$ cat src/rtl/dbg_pkg.sv
package dbg_pkg;

    typedef enum logic [1:0] {
        ST_RUN  = 2'd0,
        ST_HALT = 2'd1,
        ST_STEP = 2'd2,
        ST_MEM  = 2'd3
    } dbg_state_e;

    typedef enum logic [1:0] {
        OP_NONE  = 2'd0,
        OP_READ  = 2'd1,
        OP_WRITE = 2'd2,
        OP_STEP  = 2'd3
    } dbg_op_e;

    localparam int OP_W = 2;

endpackage

$ cat src/rtl/dbg_rise_det.sv
module dbg_rise_det (
    input  logic clk,
    input  logic rst_n,
    input  logic level,
    output logic rise
);
    logic prev_q;

    always_ff @(posedge clk) begin
        if (!rst_n) prev_q <= 1'b0;
        else        prev_q <= level;
    end

    assign rise = level & ~prev_q;
endmodule

$ cat src/rtl/dbg_field_dec.sv
module dbg_field_dec #(
    parameter int CHIP_W = 4,
    parameter int MOD_W  = 4,
    parameter int REG_AW = 6,
    parameter logic [CHIP_W-1:0] CHIP_ID = '0,
    parameter logic [MOD_W-1:0]  MOD_ID  = '0,
    localparam int AW = CHIP_W + MOD_W + dbg_pkg::OP_W + REG_AW
) (
    input  logic [AW-1:0]      bus,
    output logic               id_ok,
    output logic [1:0]         op,
    output logic [REG_AW-1:0]  reg_addr,
    output logic               is_mem
);
    logic [CHIP_W-1:0] chip_f;
    logic [MOD_W-1:0]  mod_f;

    assign chip_f   = bus[AW-1 -: CHIP_W];
    assign mod_f    = bus[AW-CHIP_W-1 -: MOD_W];
    assign op       = bus[REG_AW +: dbg_pkg::OP_W];
    assign reg_addr = bus[REG_AW-1:0];
    assign is_mem   = bus[REG_AW-1];
    assign id_ok    = (chip_f == CHIP_ID) && (mod_f == MOD_ID);
endmodule

$ cat src/rtl/dbg_step_ctr.sv
module dbg_step_ctr #(
    parameter int CW = 8
) (
    input  logic          clk,
    input  logic          rst_n,
    input  logic          clr,
    input  logic          load,
    input  logic [CW-1:0] load_val,
    input  logic          dec,
    output logic [CW-1:0] remain,
    output logic          last
);
    always_ff @(posedge clk) begin
        if (!rst_n || clr)        remain <= '0;
        else if (load)            remain <= load_val;
        else if (dec && remain != '0) remain <= remain - CW'(1);
    end

    assign last = (remain == CW'(1));
endmodule

$ cat src/rtl/dbg_dma_mem.sv
module dbg_dma_mem #(
    parameter int DW     = 16,
    parameter int MEM_AW = 4,
    localparam int DEPTH = 1 << MEM_AW
) (
    input  logic              clk,
    input  logic              we,
    input  logic [MEM_AW-1:0] idx,
    input  logic [DW-1:0]     wdata,
    output logic [DW-1:0]     rdata
);
    logic [DW-1:0] words [DEPTH];

    always_ff @(posedge clk) begin
        if (we) words[idx] <= wdata;
    end

    assign rdata = words[idx];
endmodule

$ cat src/rtl/emu_dbg_slave.sv
module emu_dbg_slave #(
    parameter int CHIP_W = 4,
    parameter int MOD_W  = 4,
    parameter int REG_AW = 6,
    parameter int DW     = 16,
    parameter int CW     = 8,
    parameter int MEM_AW = 4,
    parameter logic [CHIP_W-1:0] CHIP_ID = 4'h5,
    parameter logic [MOD_W-1:0]  MOD_ID  = 4'h7,
    localparam int AW = CHIP_W + MOD_W + dbg_pkg::OP_W + REG_AW
) (
    input  logic          clk,
    input  logic          rst_n,
    input  logic          dbg_mode,
    input  logic          dbg_req,
    input  logic [AW-1:0] dbg_addr,
    input  logic [DW-1:0] dbg_wdata,
    input  logic          core_clk_in,
    input  logic          dma_clk_in,
    output logic [DW-1:0] dbg_rdata,
    output logic          core_en
);
    import dbg_pkg::*;

    localparam logic [REG_AW-1:0] A_STATUS = REG_AW'(0);
    localparam logic [REG_AW-1:0] A_REMAIN = REG_AW'(1);
    localparam logic [REG_AW-1:0] A_IDENT  = REG_AW'(2);

    dbg_state_e state, state_nx;

    // clock-level edge detection, one detector per sampled clock
    logic [1:0] lvl, rise;
    logic core_rise, dma_rise;
    assign lvl = {dma_clk_in, core_clk_in};
    for (genvar g = 0; g < 2; g++) begin : g_edge
        dbg_rise_det u_det (.clk(clk), .rst_n(rst_n), .level(lvl[g]), .rise(rise[g]));
    end
    assign core_rise = rise[0];
    assign dma_rise  = rise[1];

    // field decode
    logic              id_ok, is_mem;
    logic [1:0]        op;
    logic [REG_AW-1:0] reg_addr;
    dbg_field_dec #(.CHIP_W(CHIP_W), .MOD_W(MOD_W), .REG_AW(REG_AW),
                    .CHIP_ID(CHIP_ID), .MOD_ID(MOD_ID)) u_dec (
        .bus(dbg_addr), .id_ok(id_ok), .op(op), .reg_addr(reg_addr), .is_mem(is_mem)
    );

    logic req_ok, halt_cmd, reg_read, step_go, mem_go;
    logic [CW-1:0] step_val;
    assign req_ok   = dbg_req && id_ok;
    assign halt_cmd = req_ok && (state == ST_HALT) && dbg_mode;
    assign reg_read = req_ok && (op == OP_READ) && !is_mem && (state != ST_RUN);
    assign step_val = dbg_wdata[CW-1:0];
    assign step_go  = halt_cmd && (op == OP_STEP) && (step_val != '0);
    assign mem_go   = halt_cmd && is_mem && ((op == OP_READ) || (op == OP_WRITE));

    // step counter
    logic [CW-1:0] remain;
    logic          last;
    dbg_step_ctr #(.CW(CW)) u_ctr (
        .clk(clk), .rst_n(rst_n), .clr(!dbg_mode), .load(step_go),
        .load_val(step_val), .dec((state == ST_STEP) && core_rise),
        .remain(remain), .last(last)
    );

    // pending memory access
    logic [MEM_AW-1:0] mem_idx_q;
    logic [DW-1:0]     mem_wd_q;
    logic              mem_wr_q;
    always_ff @(posedge clk) begin
        if (!rst_n) begin
            mem_idx_q <= '0;
            mem_wd_q  <= '0;
            mem_wr_q  <= 1'b0;
        end else if (mem_go) begin
            mem_idx_q <= reg_addr[MEM_AW-1:0];
            mem_wd_q  <= dbg_wdata;
            mem_wr_q  <= (op == OP_WRITE);
        end
    end

    logic          mem_fire;
    logic [DW-1:0] mem_rd;
    assign mem_fire = (state == ST_MEM) && dma_rise && dbg_mode;
    dbg_dma_mem #(.DW(DW), .MEM_AW(MEM_AW)) u_mem (
        .clk(clk), .we(mem_fire && mem_wr_q), .idx(mem_idx_q),
        .wdata(mem_wd_q), .rdata(mem_rd)
    );

    // next state
    always_comb begin
        state_nx = state;
        if (!dbg_mode) begin
            state_nx = ST_RUN;
        end else begin
            unique case (state)
                ST_RUN:  state_nx = ST_HALT;
                ST_HALT: begin
                    if (step_go)     state_nx = ST_STEP;
                    else if (mem_go) state_nx = ST_MEM;
                end
                ST_STEP: if (core_rise && last) state_nx = ST_HALT;
                ST_MEM:  if (dma_rise)          state_nx = ST_HALT;
            endcase
        end
    end

    // state register
    always_ff @(posedge clk) begin
        if (!rst_n) state <= ST_HALT;
        else        state <= state_nx;
    end

    // outputs decoded from state
    logic frozen, pending, busy;
    always_comb begin
        core_en = 1'b0;
        frozen  = 1'b0;
        pending = 1'b0;
        busy    = 1'b0;
        unique case (state)
            ST_RUN:  core_en = 1'b1;
            ST_HALT: frozen  = 1'b1;
            ST_STEP: begin core_en = 1'b1; pending = 1'b1; end
            ST_MEM:  begin frozen = 1'b1; busy = 1'b1; end
        endcase
    end

    // register read mux
    logic [DW-1:0] reg_val;
    always_comb begin
        unique case (reg_addr)
            A_STATUS: reg_val = {{(DW-3){1'b0}}, busy, pending, frozen};
            A_REMAIN: reg_val = {{(DW-CW){1'b0}}, remain};
            A_IDENT:  reg_val = {{(DW-CHIP_W-MOD_W){1'b0}}, CHIP_ID, MOD_ID};
            default:  reg_val = '0;
        endcase
    end

    // read-data register
    always_ff @(posedge clk) begin
        if (!rst_n)                     dbg_rdata <= '0;
        else if (dbg_req && !id_ok)     dbg_rdata <= '0;
        else if (mem_fire && !mem_wr_q) dbg_rdata <= mem_rd;
        else if (reg_read)              dbg_rdata <= reg_val;
    end
endmodule

$ cat config.mk
export PLATFORM = sky130hd
export DESIGN_NAME = emu_dbg_slave
export DESIGN_NICKNAME = d
export VERILOG_FILES = /design/src/rtl/dbg_pkg.sv /design/src/rtl/dbg_rise_det.sv /design/src/rtl/dbg_field_dec.sv /design/src/rtl/dbg_step_ctr.sv /design/src/rtl/dbg_dma_mem.sv /design/src/rtl/emu_dbg_slave.sv
export SDC_FILE = /design/constraint.sdc
export NUM_CORES = 1
export LEC_CHECK = 0
export ABC_AREA = 1
export BUFFER_PORTS_ARGS = -buffer_cell sky130_fd_sc_hd__buf_4
export CAP_MARGIN = 20
export CORE_MARGIN = 1
export CORE_UTILIZATION = 40
export CTS_CLUSTER_SIZE = 12
export DETAILED_ROUTE_END_ITERATION = 10
export GPL_TIMING_DRIVEN = 0
export HOLD_SLACK_MARGIN = 0.05
export PLACE_DENSITY = 0.53
export REMOVE_ABC_BUFFERS = 1
export SYNTH_ARGS = -nofsm -noshare
export SYNTH_HDL_FRONTEND = slang
export SYNTH_HIERARCHICAL = 1
export SYNTH_SLANG_ARGS = --single-unit
$ cat constraint.sdc
create_clock -name clk -period 3.5 [get_ports clk]
set_clock_uncertainty 0.05 [all_clocks]
set_input_delay 0.175 -clock clk [delete_from_list [all_inputs] [get_ports clk]]
set_output_delay 0.175 -clock clk [all_outputs]
set_load 0.02 [all_outputs]
Yosys cells after proc, flatten, opt, wreduce, memory -nomap -nowiden
Memories as Yosys holds them, arrays and structs flattened. A register that Yosys moved wholly into a read port is not among the register bits. Index checks and enable logic that the tools add are counted. Widths: inputs -> output; s select.

Register bits: 49. Memory bits (writable): 256. Bits of input ports: 38. Output and inout port bits: 17. Word-level logic and storage cells: 91. Memories kept: 1.

Memory list: u_mem.words (depth 16, width 16, rd ports 1, clocked after Yosys merged registers in 1, write ports 1, line dbg_dma_mem.sv:12) `logic [DW-1:0] words [DEPTH];`.

Add/subtract/negate cells: 1. Eq/ne operators: 17. Muxes and demuxes: 19. Bitwise logic cells: 5. Reductions and logical operators: 39.

Operators with widths (count): $mux 16 (2); $pmux 8 s3 (1); $logic_and 1x1->1 (19); $mux 8 (2); $reduce_bool 8->1 (2); $eq 2x2->1 const B (4); $eq 4x3->1 const B (2); $eq 8x1->1 const B (1); $mux 2 (4); $mux 4 (2); $pmux 2 s4 (1); $sub 8x1->8 const B (1); $mux 1 (7); $eq 6x1->1 const B (1); $eq 6x2->1 const B (1); $logic_not 6->1 (1); $ne 3x3->1 const B (2); $reduce_and 3->1 (2); $reduce_bool 2->1 (3); $reduce_or 2->1 (3); $logic_not 1->1 (5); $eq 2x1->1 const B (2); $ne 4x4->1 const B (1); $ne 3x2->1 const B (1); 7 further kinds (11).

Logic depth before layout (Yosys ltp)
Depth in word-level cells: 11. Depth in mapped cells: 16. Gate-level depth less buffers: 15.

Cells and area by module
The synthesis kept the hierarchy.

Modules (own cells, without submodules): dbg_dma_mem (times used 1, cells an instance 1054, area each 10831.6 um^2, seq. area each 7687.4 um^2); emu_dbg_slave (times used 1, cells an instance 271, area each 1891.8 um^2, seq. area each 780.7 um^2); dbg_step_ctr (times used 1, cells an instance 109, area each 638.1 um^2, seq. area each 160.2 um^2); dbg_field_dec (times used 1, cells an instance 20, area each 111.4 um^2, seq. area each 0.0 um^2); dbg_rise_det (times used 2, cells an instance 5, area each 37.5 um^2, seq. area each 20.0 um^2).

Worst setup path after synthesis
No wires, ideal clock.

Path kind: register -> register. From: reg mem_wr_q. To: mem u_mem.words[3][0] (enable). Library setup time: 0.388 ns. Arrival: 1.859 ns. Slack: 1.202 ns. Cell stages (with the launch flop): 6. Path buffers: 1. Cell sequence: dfxtp_1 > inv_2 > clkbuf_1 > nor3_1 > nand3_1 > nor2_1.

Cells in the longest elaborated chain, start to end: 3.

Ends and longest elaborated chain: start: declaration (line emu_dbg_slave.sv:71) `logic mem_wr_q;`; start signal: assignment (line emu_dbg_slave.sv:80) `mem_wr_q <= (op == OP_WRITE);`; $logic_and 1x1->1 (line emu_dbg_slave.sv:88) `.clk(clk), .we(mem_fire && mem_wr_q), .idx(mem_idx_q),`; $mux 1 (line dbg_dma_mem.sv:15) `if (we) words[idx] <= wdata;`; $mux 1 (implied by the code) (line dbg_dma_mem.sv:15); end: declaration (line dbg_dma_mem.sv:12).

Every way passes these cells.

Worst setup path after layout
From: reg mem_idx_q[0]. To: mem u_mem.words[0][7] (enable).

RTL lines: start: declaration (line emu_dbg_slave.sv:69) `logic [MEM_AW-1:0] mem_idx_q;`; start signal: assignment (line emu_dbg_slave.sv:78) `mem_idx_q <= reg_addr[MEM_AW-1:0];`.

No word-level cell before the write port.

==> qor.csv <==
metric,value,unit
outcome,completed,
syn_area_per_cell,9.25,µm²
num_vias,9484,
drtPass1Iterations,5,
ys_ff_latch,305,
fin_crit_sh,88.5,%
wl_per_cell,16.3,µm
setup_tns,0,ns
clk_pin_slew,0.06,ns
worst_pin_slew,1.04,ns
clk_path_buf_depth,3,
pin_count,55,
dp.cells,1918,
path_max_fanout,73,
clkSinkCount,305,
cp_data_required_time,3.66,ns
dieArea,34600,µm²
ant_nets,0,
antenna_found_initial,0,
dp_hpwl,19.9,mm
cts_tree,done,
cp.buffers_inverters,4,
synth_top_area_share,56.7,%
period_minus_slack,3.10,ns
post-place-ws,0.353,ns
routed_wl,33.0,mm
synthDistinctLibCells,30,
grt_pass1_vias,8690,
setup_ws,0.403,ns
clk_latency,0.51,ns
synthArstFlopShare,0,%
end_kind,register,
ys_seq_area_share,64.0,%
path_cells,buf_12 -> inv_6 -> buf_16 -> nand3_1 -> nor2_2 -> buf_8,
drc,0,
synthFlopType,edfxtp_1,
setup_viol,0,
grt_pass1_wl,50.0,mm
die_w,186,µm
max_stage_delay,0.64,ns
antenna_cells,0,
vias_per_cell,4.70,
max_cap_viol_count,0,
synth-edff-count,256,
fmax,323,MHz
cp_top_family,buffers and inverters,
rows,67,
critPathLaunchType,register,
crit_slowest_cell,nor2_2,
io_buffers,54,
gp_congestion,0.843,
grt-ovfl-total,0,
drt_iter0_markers,564,
hold_class,in2reg,
yosys-top-cells-area,"edfxtp_1, nand2_1, dfxtp_1",
drive_gt1_share,10.4,%
grt_start_max_net_pins,74,
dpl_cell_area,14500,µm²
final_area,15900,µm²
reg2reg_slack,0.40,ns
cts-resized-gates,0,
p_leak,7.09,nW
power_density,458,nW/µm²
synthesis.instances,1464,
cts_buffers,34,
dieHeight,186,µm
drv_slew,0,
slew_headroom,30.5,%
initial_core_util,40.5,%
arrival,3.26,ns
syn_area,13500,µm²
yosys.area.top_type,edfxtp_1,
finalHoldViolations,0,
worstSetupPathType,reg2reg,
peakVddDrop,0.251,mV
rsz0062_at_grt,no,
fin_cells,2020,
area.growth.synth_to_final,17.4,%
grt_util_all_layers,19.5,%
h-tree-depth,2,
whs,0.0817,ns
coreArea,33400,µm²
cts_root_buffer,clkbuf_16,
fin_nets,1591,
yosysWarnings,6,
-- metal layers --
layer | routed length, µm | GRT usage (%) | vias to the layer above
li1 | - | - | 4837
met1 | 15500 | 26.6 | 4390
met2 | 15400 | 31.7 | 193
met3 | 1440 | 3.11 | 64
met4 | 703 | 6.23 | 0
met5 | 0 | 0 | -
-- report_power, final --
part           internal [mW]  switching [mW]
registers               3.88         0.00136
clock network           1.90            1.37
logic                 0.0670          0.0518
total                   5.85            1.43
-- worst reg2reg max path, cell delays in order (launching register included) --
cell and delay, ns:
dfxtp_4 0.49, buf_12 0.27, inv_6 0.43, buf_16 0.35, nand3_1 0.35, nor2_2 0.64
buf_8 0.24
-- stage by stage --
step	power (mW)	utilization, %
after detailed placement	4.04	43.3
after floorplan	3.99	-
after global placement	4.04	42.0
final	7.27	47.5
after CTS	7.37	47.5
after global routing	7.50	47.5
-- cell type report --
type	instances	area (µm²)
fillers	3148	17500
flip-flops and latches	305	8680
multi-input cells	993	4100
repair buffers	115	1180
clock buffers	53	967
well taps	448	561
inverters	98	375
clock inverters	8	43.8
-- what timing repair did --
item,in CTS,in global routing
setup buffers,0,0
endpoints found under the hold margin,36,0
hold buffers,41,0
-- final timing paths --
path | start | end | cells after the start
worst max-delay path | mem_idx_q[0] | u_mem/words[0][7] | 6
worst min-delay path | dbg_addr[7] | mem_wr_q | 4
worst max register to register | mem_idx_q[0] | u_mem/words[0][7] | 6
worst min register to register | dbg_rdata[9] | dbg_rdata[9] | 2
-- cells in the final DEF (no fill, tap or decap), types with 13 or more instances in the layout --
cell type / Yosys / final
a21oi_1: 20 / 20
buf_4: 15 / 54
buf_8: 1 / 13
clkbuf_1: 10 / 15
clkbuf_16: 0 / 35
dfxtp_1: 49 / 47
dlygate4sd3_1: 0 / 41
edfxtp_1: 256 / 256
inv_1: 89 / 88
nand2_1: 758 / 758
nand3_1: 58 / 58
nor2_1: 93 / 77
nor2_2: 7 / 23
o21ai_0: 29 / 29
-- flip-flops by register name (all words and copies together), names as in the netlist --
register and cells:
g_edge.u_det/prev_q 2, mem_idx_q 4, u_mem/words 256, u_ctr/remain 8
mem_wr_q 1, state 2, dbg_rdata 16, mem_wd_q 16
-- cell usage after synthesis, types with 2 or more instances --
library cell,n
a21oi_1,20
buf_2,30
buf_4,15
buf_6,12
clkbuf_1,10
clkinv_2,2
dfxtp_1,49
edfxtp_1,256
ha_1,6
inv_1,89
inv_2,6
nand2_1,758
nand2_2,3
nand2_4,3
nand2_8,2
nand3_1,58
nand4_1,4
nor2_1,93
nor2_2,7
nor3_1,2
o21ai_0,29
or2_1,2
-- logic make-up after synthesis --
family | after synthesis | synth area share (%)
AND/OR/NAND/NOR | 936 | 27.5
flip-flops | 305 | 64.0
buffers and inverters | 166 | 6.08
AO/OA/AOI/OAI | 50 | 1.85
adder cells (fa/ha/maj) | 6 | 0.554
XOR/XNOR | 1 | 0.0647
Note: power is estimated with default switching activity, not from simulation.
